[src/rtl/ovsdec_pkg.sv]
package ovsdec_pkg;
  typedef enum logic [1:0] {
    DF_IDLE    = 2'd0,
    DF_SYNC_LO = 2'd1,
    DF_DATA    = 2'd2,
    DF_GAP     = 2'd3
  } df_state_e;
endpackage

[src/rtl/ovsdec_voter.sv]
module ovsdec_voter #(
  parameter int VOTE_W  = 5,
  parameter int VOTE_TH = 3
) (
  input  logic clk,
  input  logic rst_n,
  input  logic samp_en,
  input  logic rx_line,
  output logic vote_o,
  output logic fall_o
);
  localparam int CNT_W = $clog2(VOTE_W + 1);

  logic [VOTE_W-1:0] win_q, win_d;
  logic              lvl_q, lvl_d;
  logic [CNT_W-1:0]  ones;
  logic              vote_now;

  always_comb begin
    win_d = win_q;
    if (samp_en) win_d = {win_q[VOTE_W-2:0], rx_line};
    ones = '0;
    for (int i = 0; i < VOTE_W; i++) ones = ones + CNT_W'(win_d[i]);
    vote_now = (ones >= CNT_W'(VOTE_TH));
    lvl_d    = samp_en ? vote_now : lvl_q;
  end

  always_ff @(posedge clk or negedge rst_n) begin
    if (!rst_n) begin
      win_q <= '1;
      lvl_q <= 1'b1;
    end else begin
      win_q <= win_d;
      lvl_q <= lvl_d;
    end
  end

  assign vote_o = vote_now;
  assign fall_o = samp_en & lvl_q & ~vote_now;

  p_unanimous_high_r1: assert property (@(posedge clk) disable iff (!rst_n)
    (samp_en && (&win_q) && rx_line) |=> lvl_q);
  p_unanimous_low_r1: assert property (@(posedge clk) disable iff (!rst_n)
    (samp_en && !(|win_q) && !rx_line) |=> !lvl_q);
endmodule

[src/rtl/ovsdec_bit_timer.sv]
module ovsdec_bit_timer #(
  parameter int OVS       = 8,
  parameter int STROBE_AT = 5
) (
  input  logic clk,
  input  logic rst_n,
  input  logic samp_en,
  input  logic fall_i,
  output logic strobe_o
);
  localparam int PH_W = $clog2(OVS);

  logic [PH_W-1:0] ph_q, ph_d;

  always_comb begin
    ph_d = ph_q;
    if (samp_en) begin
      if (fall_i)                         ph_d = '0;
      else if (ph_q == PH_W'(OVS - 1))    ph_d = '0;
      else                                ph_d = ph_q + 1'b1;
    end
  end

  always_ff @(posedge clk or negedge rst_n) begin
    if (!rst_n) ph_q <= '0;
    else        ph_q <= ph_d;
  end

  assign strobe_o = samp_en & ~fall_i & (ph_q == PH_W'(STROBE_AT - 1));

  p_strobe_on_sample_r2: assert property (@(posedge clk) disable iff (!rst_n)
    strobe_o |-> samp_en);
  p_strobe_apart_r2: assert property (@(posedge clk) disable iff (!rst_n)
    strobe_o |=> !strobe_o);
endmodule

[src/rtl/ovsdec_deframer.sv]
module ovsdec_deframer
  import ovsdec_pkg::*;
#(
  parameter int DATA_W    = 8,
  parameter int IDLE_BITS = 11
) (
  input  logic              clk,
  input  logic              rst_n,
  input  logic              fall_i,
  input  logic              strobe_i,
  input  logic              bit_i,
  output logic [DATA_W-1:0] byte_o,
  output logic              byte_wr_o,
  output logic              cerr_o,
  output logic              frame_end_o,
  output logic              busy_o
);
  localparam int NB_W  = $clog2(DATA_W);
  localparam int RUN_W = $clog2(IDLE_BITS + 1);

  df_state_e         st_q, st_d;
  logic [DATA_W-1:0] sh_q, sh_d, byte_q, byte_d;
  logic [NB_W-1:0]   nbit_q, nbit_d;
  logic [RUN_W-1:0]  run_q, run_d;
  logic              gap_seen_q, gap_seen_d;
  logic              wr_q, wr_d, cerr_q, cerr_d, end_q, end_d;

  always_comb begin
    st_d       = st_q;
    sh_d       = sh_q;
    byte_d     = byte_q;
    nbit_d     = nbit_q;
    run_d      = run_q;
    gap_seen_d = gap_seen_q;
    wr_d       = 1'b0;
    cerr_d     = 1'b0;
    end_d      = 1'b0;

    if (strobe_i) begin
      if (!bit_i)                              run_d = '0;
      else if (run_q != RUN_W'(IDLE_BITS))     run_d = run_q + 1'b1;
    end

    case (st_q)
      DF_IDLE: begin
        if (fall_i) begin
          st_d       = DF_SYNC_LO;
          gap_seen_d = 1'b0;
        end
      end
      DF_SYNC_LO: begin
        if (strobe_i) begin
          if (bit_i) cerr_d = 1'b1;
          st_d   = DF_DATA;
          nbit_d = '0;
        end
      end
      DF_DATA: begin
        if (strobe_i) begin
          sh_d = {sh_q[DATA_W-2:0], bit_i};
          if (nbit_q == NB_W'(DATA_W - 1)) begin
            byte_d     = {sh_q[DATA_W-2:0], bit_i};
            wr_d       = 1'b1;
            st_d       = DF_GAP;
            gap_seen_d = 1'b0;
          end else begin
            nbit_d = nbit_q + 1'b1;
          end
        end
      end
      DF_GAP: begin
        if (fall_i) begin
          if (!gap_seen_q) cerr_d = 1'b1;
          st_d = DF_SYNC_LO;
        end else if (strobe_i) begin
          gap_seen_d = 1'b1;
          if (!bit_i) cerr_d = 1'b1;
        end
      end
      default: st_d = DF_IDLE;
    endcase

    if (st_q != DF_IDLE && strobe_i && bit_i && run_q == RUN_W'(IDLE_BITS - 1)) begin
      st_d   = DF_IDLE;
      end_d  = 1'b1;
      cerr_d = 1'b0;
    end
  end

  always_ff @(posedge clk or negedge rst_n) begin
    if (!rst_n) begin
      st_q       <= DF_IDLE;
      sh_q       <= '0;
      byte_q     <= '0;
      nbit_q     <= '0;
      run_q      <= '0;
      gap_seen_q <= 1'b0;
      wr_q       <= 1'b0;
      cerr_q     <= 1'b0;
      end_q      <= 1'b0;
    end else begin
      st_q       <= st_d;
      sh_q       <= sh_d;
      byte_q     <= byte_d;
      nbit_q     <= nbit_d;
      run_q      <= run_d;
      gap_seen_q <= gap_seen_d;
      wr_q       <= wr_d;
      cerr_q     <= cerr_d;
      end_q      <= end_d;
    end
  end

  assign byte_o      = byte_q;
  assign byte_wr_o   = wr_q;
  assign cerr_o      = cerr_q;
  assign frame_end_o = end_q;
  assign busy_o      = (st_q != DF_IDLE);

  p_wr_after_data_r3: assert property (@(posedge clk) disable iff (!rst_n)
    byte_wr_o |-> (st_q == DF_GAP));
  p_wr_single_r3: assert property (@(posedge clk) disable iff (!rst_n)
    byte_wr_o |=> !byte_wr_o);
  p_end_goes_idle_r5: assert property (@(posedge clk) disable iff (!rst_n)
    frame_end_o |-> (st_q == DF_IDLE));
  p_end_needs_run_r5: assert property (@(posedge clk) disable iff (!rst_n)
    frame_end_o |-> (run_q == RUN_W'(IDLE_BITS)));
endmodule

[src/rtl/ovsdec_slot_judge.sv]
module ovsdec_slot_judge (
  input  logic clk,
  input  logic rst_n,
  input  logic slot_start_i,
  input  logic slot_end_i,
  input  logic busy_i,
  input  logic byte_wr_i,
  input  logic cerr_i,
  input  logic frame_end_i,
  output logic valid_o,
  output logic err_coding_o,
  output logic err_boundary_o
);
  logic open_q, open_d, seen_q, seen_d, got_q, got_d;
  logic code_q, code_d, bound_q, bound_d, valid_q, valid_d;
  logic code_nx, seen_nx, got_nx;

  always_comb begin
    open_d  = open_q;
    seen_d  = seen_q;
    got_d   = got_q;
    code_d  = code_q;
    bound_d = bound_q;
    valid_d = valid_q;
    code_nx = code_q | cerr_i;
    seen_nx = seen_q | byte_wr_i;
    got_nx  = got_q | (frame_end_i & seen_nx);

    if (slot_start_i) begin
      open_d  = 1'b1;
      seen_d  = 1'b0;
      got_d   = 1'b0;
      code_d  = 1'b0;
      bound_d = busy_i;
      valid_d = 1'b0;
    end else if (open_q) begin
      code_d = code_nx;
      seen_d = seen_nx;
      got_d  = got_nx;
      if (slot_end_i) begin
        open_d  = 1'b0;
        bound_d = bound_q | busy_i;
        valid_d = !busy_i && got_nx && !code_nx && !bound_q;
      end
    end
  end

  always_ff @(posedge clk or negedge rst_n) begin
    if (!rst_n) begin
      open_q  <= 1'b0;
      seen_q  <= 1'b0;
      got_q   <= 1'b0;
      code_q  <= 1'b0;
      bound_q <= 1'b0;
      valid_q <= 1'b0;
    end else begin
      open_q  <= open_d;
      seen_q  <= seen_d;
      got_q   <= got_d;
      code_q  <= code_d;
      bound_q <= bound_d;
      valid_q <= valid_d;
    end
  end

  assign valid_o        = valid_q;
  assign err_coding_o   = code_q;
  assign err_boundary_o = bound_q;

  p_valid_clean_r6: assert property (@(posedge clk) disable iff (!rst_n)
    valid_o |-> (!err_coding_o && !err_boundary_o));
  p_slot_strobes_apart_r7: assert property (@(posedge clk) disable iff (!rst_n)
    !(slot_start_i && slot_end_i));
  p_busy_close_flags_r7: assert property (@(posedge clk) disable iff (!rst_n)
    (slot_end_i && open_q && busy_i) |=> (err_boundary_o && !valid_o));
  p_start_clears_r8: assert property (@(posedge clk) disable iff (!rst_n)
    slot_start_i |=> (!valid_o && !err_coding_o));
endmodule

[src/rtl/ovs_bit_decoder.sv]
module ovs_bit_decoder #(
  parameter int OVS       = 8,
  parameter int VOTE_W    = 5,
  parameter int VOTE_TH   = 3,
  parameter int STROBE_AT = 5,
  parameter int DATA_W    = 8,
  parameter int IDLE_BITS = 11
) (
  input  logic              clk,
  input  logic              rst_n,
  input  logic              samp_en,
  input  logic              rx_line,
  input  logic              slot_start,
  input  logic              slot_end,
  output logic [DATA_W-1:0] byte_data,
  output logic              byte_wr,
  output logic              frame_valid,
  output logic              err_coding,
  output logic              err_boundary
);
  logic [1:0] rst_pipe_q;
  logic       rst_sn;
  logic       vote, fall, strobe, busy, cerr, fend;

  always_ff @(posedge clk or negedge rst_n) begin
    if (!rst_n) rst_pipe_q <= 2'b00;
    else        rst_pipe_q <= {rst_pipe_q[0], 1'b1};
  end
  assign rst_sn = rst_pipe_q[1];

  ovsdec_voter #(.VOTE_W(VOTE_W), .VOTE_TH(VOTE_TH)) u_voter (
    .clk(clk), .rst_n(rst_sn), .samp_en(samp_en), .rx_line(rx_line),
    .vote_o(vote), .fall_o(fall));

  ovsdec_bit_timer #(.OVS(OVS), .STROBE_AT(STROBE_AT)) u_timer (
    .clk(clk), .rst_n(rst_sn), .samp_en(samp_en), .fall_i(fall),
    .strobe_o(strobe));

  ovsdec_deframer #(.DATA_W(DATA_W), .IDLE_BITS(IDLE_BITS)) u_deframer (
    .clk(clk), .rst_n(rst_sn), .fall_i(fall), .strobe_i(strobe), .bit_i(vote),
    .byte_o(byte_data), .byte_wr_o(byte_wr), .cerr_o(cerr),
    .frame_end_o(fend), .busy_o(busy));

  ovsdec_slot_judge u_judge (
    .clk(clk), .rst_n(rst_sn), .slot_start_i(slot_start), .slot_end_i(slot_end),
    .busy_i(busy), .byte_wr_i(byte_wr), .cerr_i(cerr), .frame_end_i(fend),
    .valid_o(frame_valid), .err_coding_o(err_coding),
    .err_boundary_o(err_boundary));
endmodule

[config.mk]
export PLATFORM = sky130hd
export DESIGN_NAME = ovs_bit_decoder
export DESIGN_NICKNAME = d
export VERILOG_FILES = /design/src/rtl/ovsdec_pkg.sv /design/src/rtl/ovsdec_voter.sv /design/src/rtl/ovsdec_bit_timer.sv /design/src/rtl/ovsdec_deframer.sv /design/src/rtl/ovsdec_slot_judge.sv /design/src/rtl/ovs_bit_decoder.sv
export SDC_FILE = /design/constraint.sdc
export NUM_CORES = 1
export LEC_CHECK = 0
export BUFFER_PORTS_ARGS = -buffer_cell sky130_fd_sc_hd__buf_2
export CAP_MARGIN = 25
export CORE_MARGIN = 2
export CORE_UTILIZATION = 55
export DETAILED_ROUTE_END_ITERATION = 16
export GPL_ROUTABILITY_DRIVEN = 0
export MAX_ROUTING_LAYER = met4
export PLACE_DENSITY = 0.74
export SLEW_MARGIN = 20
export SYNTH_ARGS = -nofsm -noshare
export SYNTH_HDL_FRONTEND = slang
export SYNTH_SLANG_ARGS = --single-unit
[constraint.sdc]
create_clock -name clk -period 2 [get_ports clk]
set_clock_uncertainty 0.2 [all_clocks]
set_input_delay 0.2 -clock clk [delete_from_list [all_inputs] [get_ports clk]]
set_output_delay 0.2 -clock clk [all_outputs]
set_load 0.01 [all_outputs]
==> results of run 1 <==
==> cell usage in the layout (no fill, tap or decap), types with 2 or more instances in the layout <==
cell           count
o22ai_1            3
a2111oi_4          2
dlygate4sd3_1      4
nor2b_1            2
buf_6              6
mux2_4            18
mux2_2             2
a21oi_1           10
nor2_1             9
nand2b_1           3
nand4_1            3
dfrtp_1           39
inv_1             14
buf_4             22
buf_2             17
nor3_1             2
ha_1              11
dfstp_2            6
nand3_1            4
clkbuf_8           5
mux2i_1            2
fa_1               2
nand2_1           12
o22ai_2            2
o21ai_1            2
a22o_1             4
o21ai_2            4
buf_12             2
==> flip-flops by register name, indices dropped and copies added, names as in the netlist, 2 cells and up <==
| signal | cells |
|---|---|
| rst_pipe_q | 2 |
| u_deframer.byte_o | 8 |
| u_deframer.nbit_q | 3 |
| u_deframer.run_q | 4 |
| u_deframer.sh_q | 7 |
| u_deframer.st_q | 2 |
| u_timer.ph_q | 3 |
| u_voter.win_q | 5 |
==> what timing repair did <==
| action | 4_1_cts | 5_1_grt |
|---|---|---|
| gates cloned | 1 | 0 |
| hold buffers | 4 | 0 |
| endpoints found under the setup margin | 32 | 32 |
| gates resized for setup | 26 | 11 |
| pin swaps | 14 | 3 |
| hold endpoints to repair | 8 | 0 |
| buffers inserted | 8 | 4 |
==> path summary, 6_finish.rpt <==
kind,start,end,slack [ns],cells past startpoint
setup reg to reg,u_voter.win_q[0]$_DFF_PN1_,u_deframer.byte_o[6]$_DFFE_PN0P_,-1.45,11
hold / removal,rst_pipe_q[1]$_DFF_PN0_,u_timer.ph_q[2]$_DFFE_PN0P_,-0.01,0
max in group asynchronous,rst_n,rst_pipe_q[1]$_DFF_PN0_,0.95,3
setup / recovery,u_voter.win_q[0]$_DFF_PN1_,u_deframer.byte_o[6]$_DFFE_PN0P_,-1.45,11
min in group clk,rx_line,u_voter.win_q[0]$_DFF_PN1_,0.07,3
hold reg to reg,rst_pipe_q[1]$_DFF_PN0_,u_timer.ph_q[2]$_DFFE_PN0P_,-0.01,0
==> final cells by class <==
cell class              instances  share of cell area (%)
flip-flops and latches         45                    38.6
multi-input cells             123                    39.6
well taps                      50                    2.13
inverters                      15                    1.91
repair buffers                 52                    14.0
clock buffers                   6                    2.47
clock inverters                 2                    1.32
==> per-layer routing <==
layer  vias to the layer above  GRT usage, %  wire (µm)
met1                       808          28.3       1960
li1                        766             -          -
met3                         8          5.76        135
met5                         -             -          0
met2                        23          38.2       2430
met4                         0          9.50        101
==> through the flow <==
step,util (%),hold WS [ns],cells,TNS (ns)
after floorplan,-,-0.296,190,-36.99
after global placement,65.4,-0.214,271,-39.15
after detailed placement,65.4,-0.214,271,-41.50
after CTS,72.8,0.000931,292,-42.27
after global routing,74.0,0.0272,293,-44.03
final,74.0,-0.00970,293,-42.02
==> power by group through the flow <==
stage                     Combinational, mW  Sequential (mW)  Clock, mW
after floorplan                       0.969             1.22          0
after global placement                 1.29             1.22          0
after detailed placement               1.37             1.24          0
after CTS                              1.55             1.23      0.690
after global routing                   1.77             1.26      0.725
final                                  1.61             1.23      0.672
==> kinds of logic (layout without fill, tap and decap cells) <==
family                     Yosys count  in the layout
adders and majority gates           15             15
DFF                                 45             45
other                                1              1
buffers and inverters               22             75
AOI/OAI and AO/OA                   38             38
muxes                               22             22
and+or+nand+nor                     47             47
==> impl_metrics.env, run 1 <==
export IMPL_dp_hpwl_mm=3.24
export IMPL_max_vdd_ir_drop_mv=0.832
export IMPL_status="complete, but fails checks"
export IMPL_cts_sinks=45
export IMPL_p_switching_mw=1.29
export IMPL_slowest_delay_ns=0.55
export IMPL_end_kind="register"
export IMPL_power_density_nw_per_um2=1200
export IMPL_synth_xor_area_share_pct=0
export IMPL_drv_slew=0
export IMPL_rows=23
export IMPL_cts_root_buf="clkbuf_8"
export IMPL_die_height_um=68.0
export IMPL_violations="negative hold slack, negative setup slack"
export IMPL_cts_buffers=5
export IMPL_start_util_pct=56.7
export IMPL_seq_power_share_pct=35.0
export IMPL_syn_inst=190
export IMPL_worst_path_buf_inv=3
export IMPL_hold_path_class="register to asynchronous set/reset pin"
export IMPL_dpl_cell_area_um2=2600
export IMPL_intPower_mw=2.23
export IMPL_crit_chain="mux2_4, ha_4, fa_1, ha_2, inv_2, fa_1, and2b_2, buf_6, o2111ai_4, buf_12, mux2_4"
export IMPL_synthMuxAreaShare_pct=10.9
export IMPL_grt_pass1_wl_mm=7.75
export IMPL_io_buffers=17
export IMPL_multi_input_area_um2=1160
export IMPL_fin_area_um2=2940
export IMPL_async_flop_share_pct=100
export IMPL_synthMostInstantiatedCell="dfrtp_1"
export IMPL_grtUsageTotal_pct=23.6
export IMPL_cp_top_family="adder cells"
export IMPL_holdWs_ns=-0.00970
export IMPL_finalHoldViolations=3
export IMPL_cts_max_level=2
export IMPL_rsz0062_at_grt="true"
export IMPL_ff_latch_area_um2=1130
export IMPL_grt_max_degree=35
export IMPL_synthFlopType="dfrtp_1"
export IMPL_drc_errors=0
export IMPL_slowest_stage="dfstp_2"
export IMPL_p_leak_nw=1.47
export IMPL_ys_seq_area_share_pct=50.3
export IMPL_period_share_pct=173
export IMPL_maxCapViolCount=0
export IMPL_yosys_area_top_type="dfrtp_1"
export IMPL_clkPwrFrac_pct=19.1
export IMPL_drtAntennaViolNets=0
export IMPL_syn_area_um2=2250
export IMPL_min_period_ns=3.45
export IMPL_antenna_found_initial=0
export IMPL_path_clk_slew_ns=0.08
export IMPL_via_per_inst=5.48
export IMPL_synthDistinctLibCells=42
export IMPL_synth_adder_area_share_pct=9.00
export IMPL_area_growth_pct=30.5
export IMPL_combPwrFrac_pct=45.9
export IMPL_cp_arrival_ns=3.44
export IMPL_io_pins=18
export IMPL_synth_top_family_by_area="compound AO/OA/AOI/OAI gates"
export IMPL_clock_path_buffers=2
export IMPL_ys_top_cells_by_count="39 x dfrtp_1, 20 x mux2_2, 15 x inv_1"
export IMPL_synth_compound_area_share_pct=14.7
export IMPL_netSwitchingFraction_pct=36.6
export IMPL_gr_total_overflow=0
export IMPL_clock_latency_ns=0.29
export IMPL_criticalPathCategory="register to register"
export IMPL_cts_tree="done"
export IMPL_first_iter_violations=79
export IMPL_fillers=237
export IMPL_fin_total_pwr_mw=3.52
export IMPL_coreArea_um2=3970
export IMPL_drt_first_pass_iters=4
export IMPL_pre_cts_slack_ns=-1.51
export IMPL_setup_slack_ns=-1.45
export IMPL_n_antenna_cell=0
export IMPL_vias=1605
export IMPL_dieArea_um2=4630
export IMPL_crit_required_ns=1.99
export IMPL_synthSimpleGateAreaFrac_pct=10.4
export IMPL_first_global_vias=1720
export IMPL_layout_drive_gt1_share_pct=42.8
export IMPL_fmax_mhz=290
export IMPL_syn_area_per_cell_um2=11.9
export IMPL_nets=263
export IMPL_startpoint_type="register"
export IMPL_synth_seq_cells=45
export IMPL_synth_edff_count=0
export IMPL_wl_mm=4.63
export IMPL_synth_top_area_share_pct=43.3
export IMPL_dieWidth_um=68.0
export IMPL_wl_per_cell_um=15.8
export IMPL_crit_path_max_fanout=9
export IMPL_ys_top_cells_by_area="dfrtp_1 43%, mux2_2 10%, ha_1 7.2%"
export IMPL_setup_viol=32
export IMPL_yosys_warnings=0
export IMPL_synth_nets=211
No activity file was read; power rests on OpenSTA's default activity.
==> inputs of run 2 (changes only) <==
CORE_UTILIZATION = 53   (was 55)
PLACE_DENSITY = 0.75   (was 0.74)
clock period = 2.8 ns   (was 2 ns; I/O delays follow)
==> run 2 against run 1 <==
The run ends with negative setup slack left. Total power shrank 27%. Fmax shrank 1.4%. Via count shrank 1.1%. Register-to-register slack gained 0.75 ns. Largest power group unchanged. Highest routed layer unchanged.
==> impl_metrics.env, run 2 (synthesis results as in run 1) <==
export IMPL_clkPwrFrac_pct=19.0
export IMPL_largest_register_ffs=8
export IMPL_period_share_pct=125
export IMPL_start_util_pct=55.5
export IMPL_clock_latency_ns=0.30
export IMPL_drv_slew=0
export IMPL_power_density_nw_per_um2=922
export IMPL_clock_path_buffers=2
export IMPL_rows=23
export IMPL_io_pins=18
export IMPL_first_global_vias=1650
export IMPL_n_antenna_cell=0
export IMPL_finalHoldViolations=0
export IMPL_drc_errors=0
export IMPL_seq_power_share_pct=34.2
export IMPL_p_switching_mw=0.964
export IMPL_crit_required_ns=2.79
export IMPL_grt_pass1_wl_mm=7.76
export IMPL_netSwitchingFraction_pct=37.5
export IMPL_drt_first_pass_iters=4
export IMPL_via_per_inst=5.73
export IMPL_coreArea_um2=4060
export IMPL_startpoint_type="register"
export IMPL_status="complete, but fails checks"
export IMPL_tightest_slew_ns=0.635
export IMPL_cts_root_buf="clkbuf_8"
export IMPL_criticalPathCategory="register to register"
export IMPL_crit_path_max_fanout=3
export IMPL_path_clk_slew_ns=0.09
export IMPL_end_kind="register"
export IMPL_cts_buffers=5
export IMPL_area_growth_pct=23.8
export IMPL_dieWidth_um=69.2
export IMPL_nets=247
export IMPL_drtAntennaViolNets=0
export IMPL_grt_max_degree=29
export IMPL_cts_max_level=2
export IMPL_dpl_cell_area_um2=2530
export IMPL_fin_cells=277
export IMPL_rsz0062_at_grt="true"
export IMPL_setup_slack_ns=-0.700
export IMPL_vias=1588
export IMPL_maxCapViolCount=0
export IMPL_dieArea_um2=4790
export IMPL_dp_hpwl_mm=3.18
export IMPL_wl_per_cell_um=17.0
export IMPL_setup_viol=32
export IMPL_gr_total_overflow=0
export IMPL_wl_mm=4.72
export IMPL_antenna_found_initial=0
export IMPL_cts_sinks=45
export IMPL_pre_cts_slack_ns=-0.810
export IMPL_grtUsageTotal_pct=21.0
export IMPL_max_slew_margin_pct=57.6
export IMPL_fin_area_um2=2790
export IMPL_layout_commonest_cell="dfrtp_1"
export IMPL_layout_common_cells="39 x dfrtp_1, 18 x mux2_4, 17 x buf_2"
export IMPL_layout_drive_gt1_share_pct=40.1
export IMPL_cp_arrival_ns=3.49
export IMPL_fmax_mhz=286
export IMPL_holdWs_ns=0.0104
export IMPL_intPower_mw=1.61
export IMPL_p_leak_nw=1.38
export IMPL_max_vdd_ir_drop_mv=0.460
export IMPL_min_period_ns=3.50
export IMPL_hold_path_class="input port to register"
export IMPL_violations="negative setup slack"
export IMPL_combPwrFrac_pct=46.8
export IMPL_io_buffers=17
export IMPL_first_iter_violations=91
export IMPL_cts_tree="done"
export IMPL_placed_cells=263
export IMPL_die_height_um=69.2
run 2: cell types whose count changed in the layout (fill, tap and decap cells not counted), moves of 2 or more:
cell	delta
buf_4	-9
o21ai_0	+4
dlygate4sd3_1	-3
o21ai_2	-3
buf_6	-2
run 2: power groups by stage:
| stage | clock network, mW | logic [mW] | registers (mW) |
|---|---|---|---|
| 2_1_floorplan | 0 | 0.692 | 0.870 |
| 3_3_place_gp | 0 | 0.863 | 0.872 |
| 3_5_place_dp | 0 | 0.920 | 0.885 |
| 4_1_cts | 0.495 | 1.00 | 0.874 |
| 5_1_grt | 0.525 | 1.29 | 0.897 |
| 6_report | 0.487 | 1.20 | 0.880 |
run 2: metrics by stage:
step	utilization (%)	total power, mW	setup TNS, ns
after floorplan	-	1.56	-13.95
after global placement	62.3	1.73	-16.17
after detailed placement	62.3	1.81	-18.73
after CTS	66.6	2.37	-15.52
after global routing	68.8	2.71	-19.58
final	68.8	2.57	-17.16
run 2: path summary, 6_finish.rpt:
check,start,endpoint,slack (ns),cells past startpoint
max,u_voter.win_q[0]$_DFF_PN1_,u_deframer.st_q[0]$_DFFE_PN0P_,-0.70,10
min,slot_start,u_judge.err_coding_o$_DFFE_PN0P_,0.01,2
min in group asynchronous,rst_pipe_q[1]$_DFF_PN0_,u_deframer.sh_q[4]$_DFFE_PN0P_,0.06,0
min reg2reg,rst_pipe_q[1]$_DFF_PN0_,u_deframer.sh_q[4]$_DFFE_PN0P_,0.06,0
max in group asynchronous,rst_pipe_q[1]$_DFF_PN0_,u_voter.win_q[3]$_DFF_PN1_,1.49,1
max reg2reg,u_voter.win_q[0]$_DFF_PN1_,u_deframer.st_q[0]$_DFFE_PN0P_,-0.70,10
run 2: layout make-up:
| type | instances | area (µm²) |
|---|---|---|
| Sequential cell | 45 | 1130 |
| Inverter | 15 | 56.3 |
| Clock buffer | 6 | 72.6 |
| Tap cell | 50 | 62.6 |
| Timing Repair Buffer | 36 | 258 |
| Clock inverter | 2 | 38.8 |
| Multi-Input combinational cell | 123 | 1170 |
| Fill cell | 273 | 1270 |
run 2: timing repair:
item | 4_1_cts | 5_1_grt
gates resized for setup | 14 | 13
hold buffers | 1 | 0
buffers inserted | 1 | 4
pin swaps | 3 | 8
setup endpoints to repair | 32 | 32
hold endpoints to repair | 2 | 0
run 2: per-layer routing:
metal,vias up,routed length (µm),global-route usage [%]
li1,736,-,-
met1,794,1980,24.6
met2,43,2380,33.9
met3,15,202,6.10
met4,0,161,9.15
met5,-,0,-
run 2: critical path: stages, from the launching register on:
cell       delay [ns]
dfstp_2          0.55
mux2_4           0.17
ha_4             0.20
fa_1             0.50
ha_2             0.17
inv_1            0.04
fa_1             0.45
and2b_4          0.30
o21ai_4          0.07
a2111oi_4        0.40
mux2_4           0.33
==> inputs of run 3 (changes only) <==
CORE_UTILIZATION = 35   (was 53)
PLACE_DENSITY = unset   (was 0.75)
==> run 3 against run 2 <==
The run ends with negative hold slack, negative setup slack left. Via count shrank 6.5%. Total power down 11%. Worst setup slack improved by 0.088 ns. First-iteration DRC count decreased by 6.6%. Count of clock-buffer cells in the layout up 1. Fmax increased by 2.6%. Global-route usage fell by 8.2 points. Utilization decreased by 25 points. Design area down 0.76%. Register-to-register slack gained 0.09 ns. Combinational power shrank 17%. Flip-flop and latch count unchanged. Critical path type unchanged. Highest routed layer unchanged.
==> impl_metrics.env, run 3 (synthesis results as in run 1) <==
export IMPL_status="complete, but fails checks"
export IMPL_io_pins=18
export IMPL_drv_slew=0
export IMPL_r2r_setup_slack_ns=-0.61
export IMPL_maxCapViolCount=0
export IMPL_largest_register_ffs=8
export IMPL_drc_errors=0
export IMPL_clock_latency_ns=0.29
export IMPL_seq_power_share_pct=38.2
export IMPL_dieArea_um2=7100
export IMPL_violations="negative hold slack, negative setup slack"
export IMPL_p_switching_mw=0.843
export IMPL_dieWidth_um=84.2
export IMPL_clock_path_buffers=2
export IMPL_period_share_pct=122
export IMPL_fillers=603
export IMPL_coreArea_um2=6280
export IMPL_holdWs_ns=-0.00101
export IMPL_rsz0062_at_grt="true"
export IMPL_io_buffers=17
export IMPL_antenna_found_initial=0
export IMPL_rows=29
export IMPL_hold_path_class="register to asynchronous set/reset pin"
export IMPL_setup_viol=32
export IMPL_fin_area_um2=2770
export IMPL_grt_max_degree=44
export IMPL_slowest_stage="dfstp_2"
export IMPL_startpoint_type="register"
export IMPL_nets=245
export IMPL_pre_cts_slack_ns=-0.776
export IMPL_dp_hpwl_mm=2.83
export IMPL_layout_commonest_cell="dfrtp_1"
export IMPL_p_leak_nw=1.35
export IMPL_path_clk_slew_ns=0.08
export IMPL_r2r_end="u_deframer.st_q[0]$_DFFE_PN0P_"
export IMPL_cts_max_level=2
export IMPL_vias=1485
export IMPL_intPower_mw=1.45
export IMPL_fin_cells=302
export IMPL_combPwrFrac_pct=43.7
export IMPL_fin_total_pwr_mw=2.29
export IMPL_ff_latch_area_um2=1130
export IMPL_fmax_mhz=293
export IMPL_area_growth_pct=22.9
export IMPL_first_iter_violations=85
export IMPL_placed_cells=289
export IMPL_layout_drive_gt1_share_pct=36.9
export IMPL_die_height_um=84.2
export IMPL_via_per_inst=4.92
export IMPL_drt_first_pass_iters=4
export IMPL_layout_common_cells="38 x dfrtp_1, 18 x mux2_4, 17 x buf_2"
export IMPL_max_vdd_ir_drop_mv=0.436
export IMPL_setup_slack_ns=-0.612
export IMPL_finalHoldViolations=1
export IMPL_netSwitchingFraction_pct=36.8
export IMPL_grt_pass1_wl_mm=7.09
export IMPL_fin_util_pct=44.1
export IMPL_grtUsageTotal_pct=12.8
export IMPL_cts_buffers=5
export IMPL_first_global_vias=1498
export IMPL_startpoint="u_voter.win_q[0]$_DFF_PN1_"
export IMPL_crit_path_max_fanout=4
export IMPL_slowest_delay_ns=0.54
export IMPL_end_kind="register"
export IMPL_cp_arrival_ns=3.38
export IMPL_wl_mm=4.09
export IMPL_r2r_start="u_voter.win_q[0]$_DFF_PN1_"
export IMPL_cts_sinks=45
export IMPL_cts_tree="done"
export IMPL_wl_per_cell_um=13.6
export IMPL_dpl_cell_area_um2=2570
export IMPL_power_density_nw_per_um2=827
export IMPL_cts_root_buf="clkbuf_8"
export IMPL_reg2regPathDepth=10
export IMPL_criticalPathCategory="register to register"
export IMPL_multi_input_area_um2=1130
export IMPL_drtAntennaViolNets=0
export IMPL_gr_total_overflow=0
export IMPL_crit_required_ns=2.77
export IMPL_n_antenna_cell=0
export IMPL_start_util_pct=35.9
export IMPL_clkPwrFrac_pct=18.1
export IMPL_crit_chain="mux2_4, ha_4, fa_1, ha_2, inv_1, fa_1, and2b_4, o21ai_4, a2111oi_4, mux2_4"
export IMPL_min_period_ns=3.41
-- run 3: cell count changes in the layout (fill, tap and decap cells not counted), moves of 2 or more --
cell	previous run	this run
buf_6	4	1
buf_12	1	3
nand2_1	11	13
o22ai_1	2	4
o22ai_2	3	1
-- run 3: how the worst max path moves through the flow --
stage                                     end  slack, ns  cells after the start
6_report       u_deframer.st_q[0]$_DFFE_PN0P_      -0.61                     10
3_5_place_dp   u_deframer.st_q[0]$_DFFE_PN0P_      -0.78                     11
3_3_place_gp   u_deframer.st_q[0]$_DFFE_PN0P_      -0.72                     11
5_1_grt        u_deframer.st_q[0]$_DFFE_PN0P_      -0.72                     10
2_1_floorplan  u_deframer.st_q[0]$_DFFE_PN0P_      -0.65                     11
4_1_cts        u_deframer.st_q[0]$_DFFE_PN0P_      -0.62                     10
-- run 3: final cells by class --
cell class	instances	area share (%)
multi-input cells	123	40.8
inverters	15	2.03
repair buffers	34	9.26
clock inverters	1	0.271
flip-flops and latches	45	41.0
well taps	77	3.48
clock buffers	7	3.12
-- run 3: timing repair --
action,in CTS,in global routing
hold endpoints to repair,2,0
endpoints found under the setup margin,32,32
pin swaps,4,3
hold buffers,1,0
resized for setup,13,2
cloned,0,0
setup buffers,3,0
-- run 3: stage by stage --
stage	TNS [ns]	hold WS, ns
after floorplan	-13.95	-0.216
after global placement	-16.90	-0.134
after detailed placement	-18.06	-0.133
after CTS	-14.48	0.0232
after global routing	-16.90	0.0352
final	-13.64	-0.00101
-- run 3: critical path, delay by kind of cell, from the launching register on --
family                   cells  cell delay [ns]
adder cells (fa/ha/maj)      4             1.28
AO/OA/AOI/OAI                2             0.45
flip-flops                   1             0.54
multiplexers                 2             0.49
AND/OR/NAND/NOR              1             0.30
buffers and inverters        1             0.04
-- run 3: power by group through the flow --
stage / sequential, mW / clock (mW) / combinational (mW)
after global routing: 0.894 / 0.458 / 1.12
after detailed placement: 0.893 / 0 / 0.893
after floorplan: 0.870 / 0 / 0.692
final: 0.875 / 0.415 / 1.00
after CTS: 0.884 / 0.432 / 0.986
after global placement: 0.888 / 0 / 0.883
-- run 3: metal layers --
layer | vias to the layer above | GRT usage, % | share of wire [%]
li1 | 726 | - | -
met1 | 733 | 17.7 | 50
met2 | 24 | 19.1 | 46
met3 | 2 | 3.05 | 3.5
met4 | 0 | 3.08 | 0.37
met5 | - | - | 0
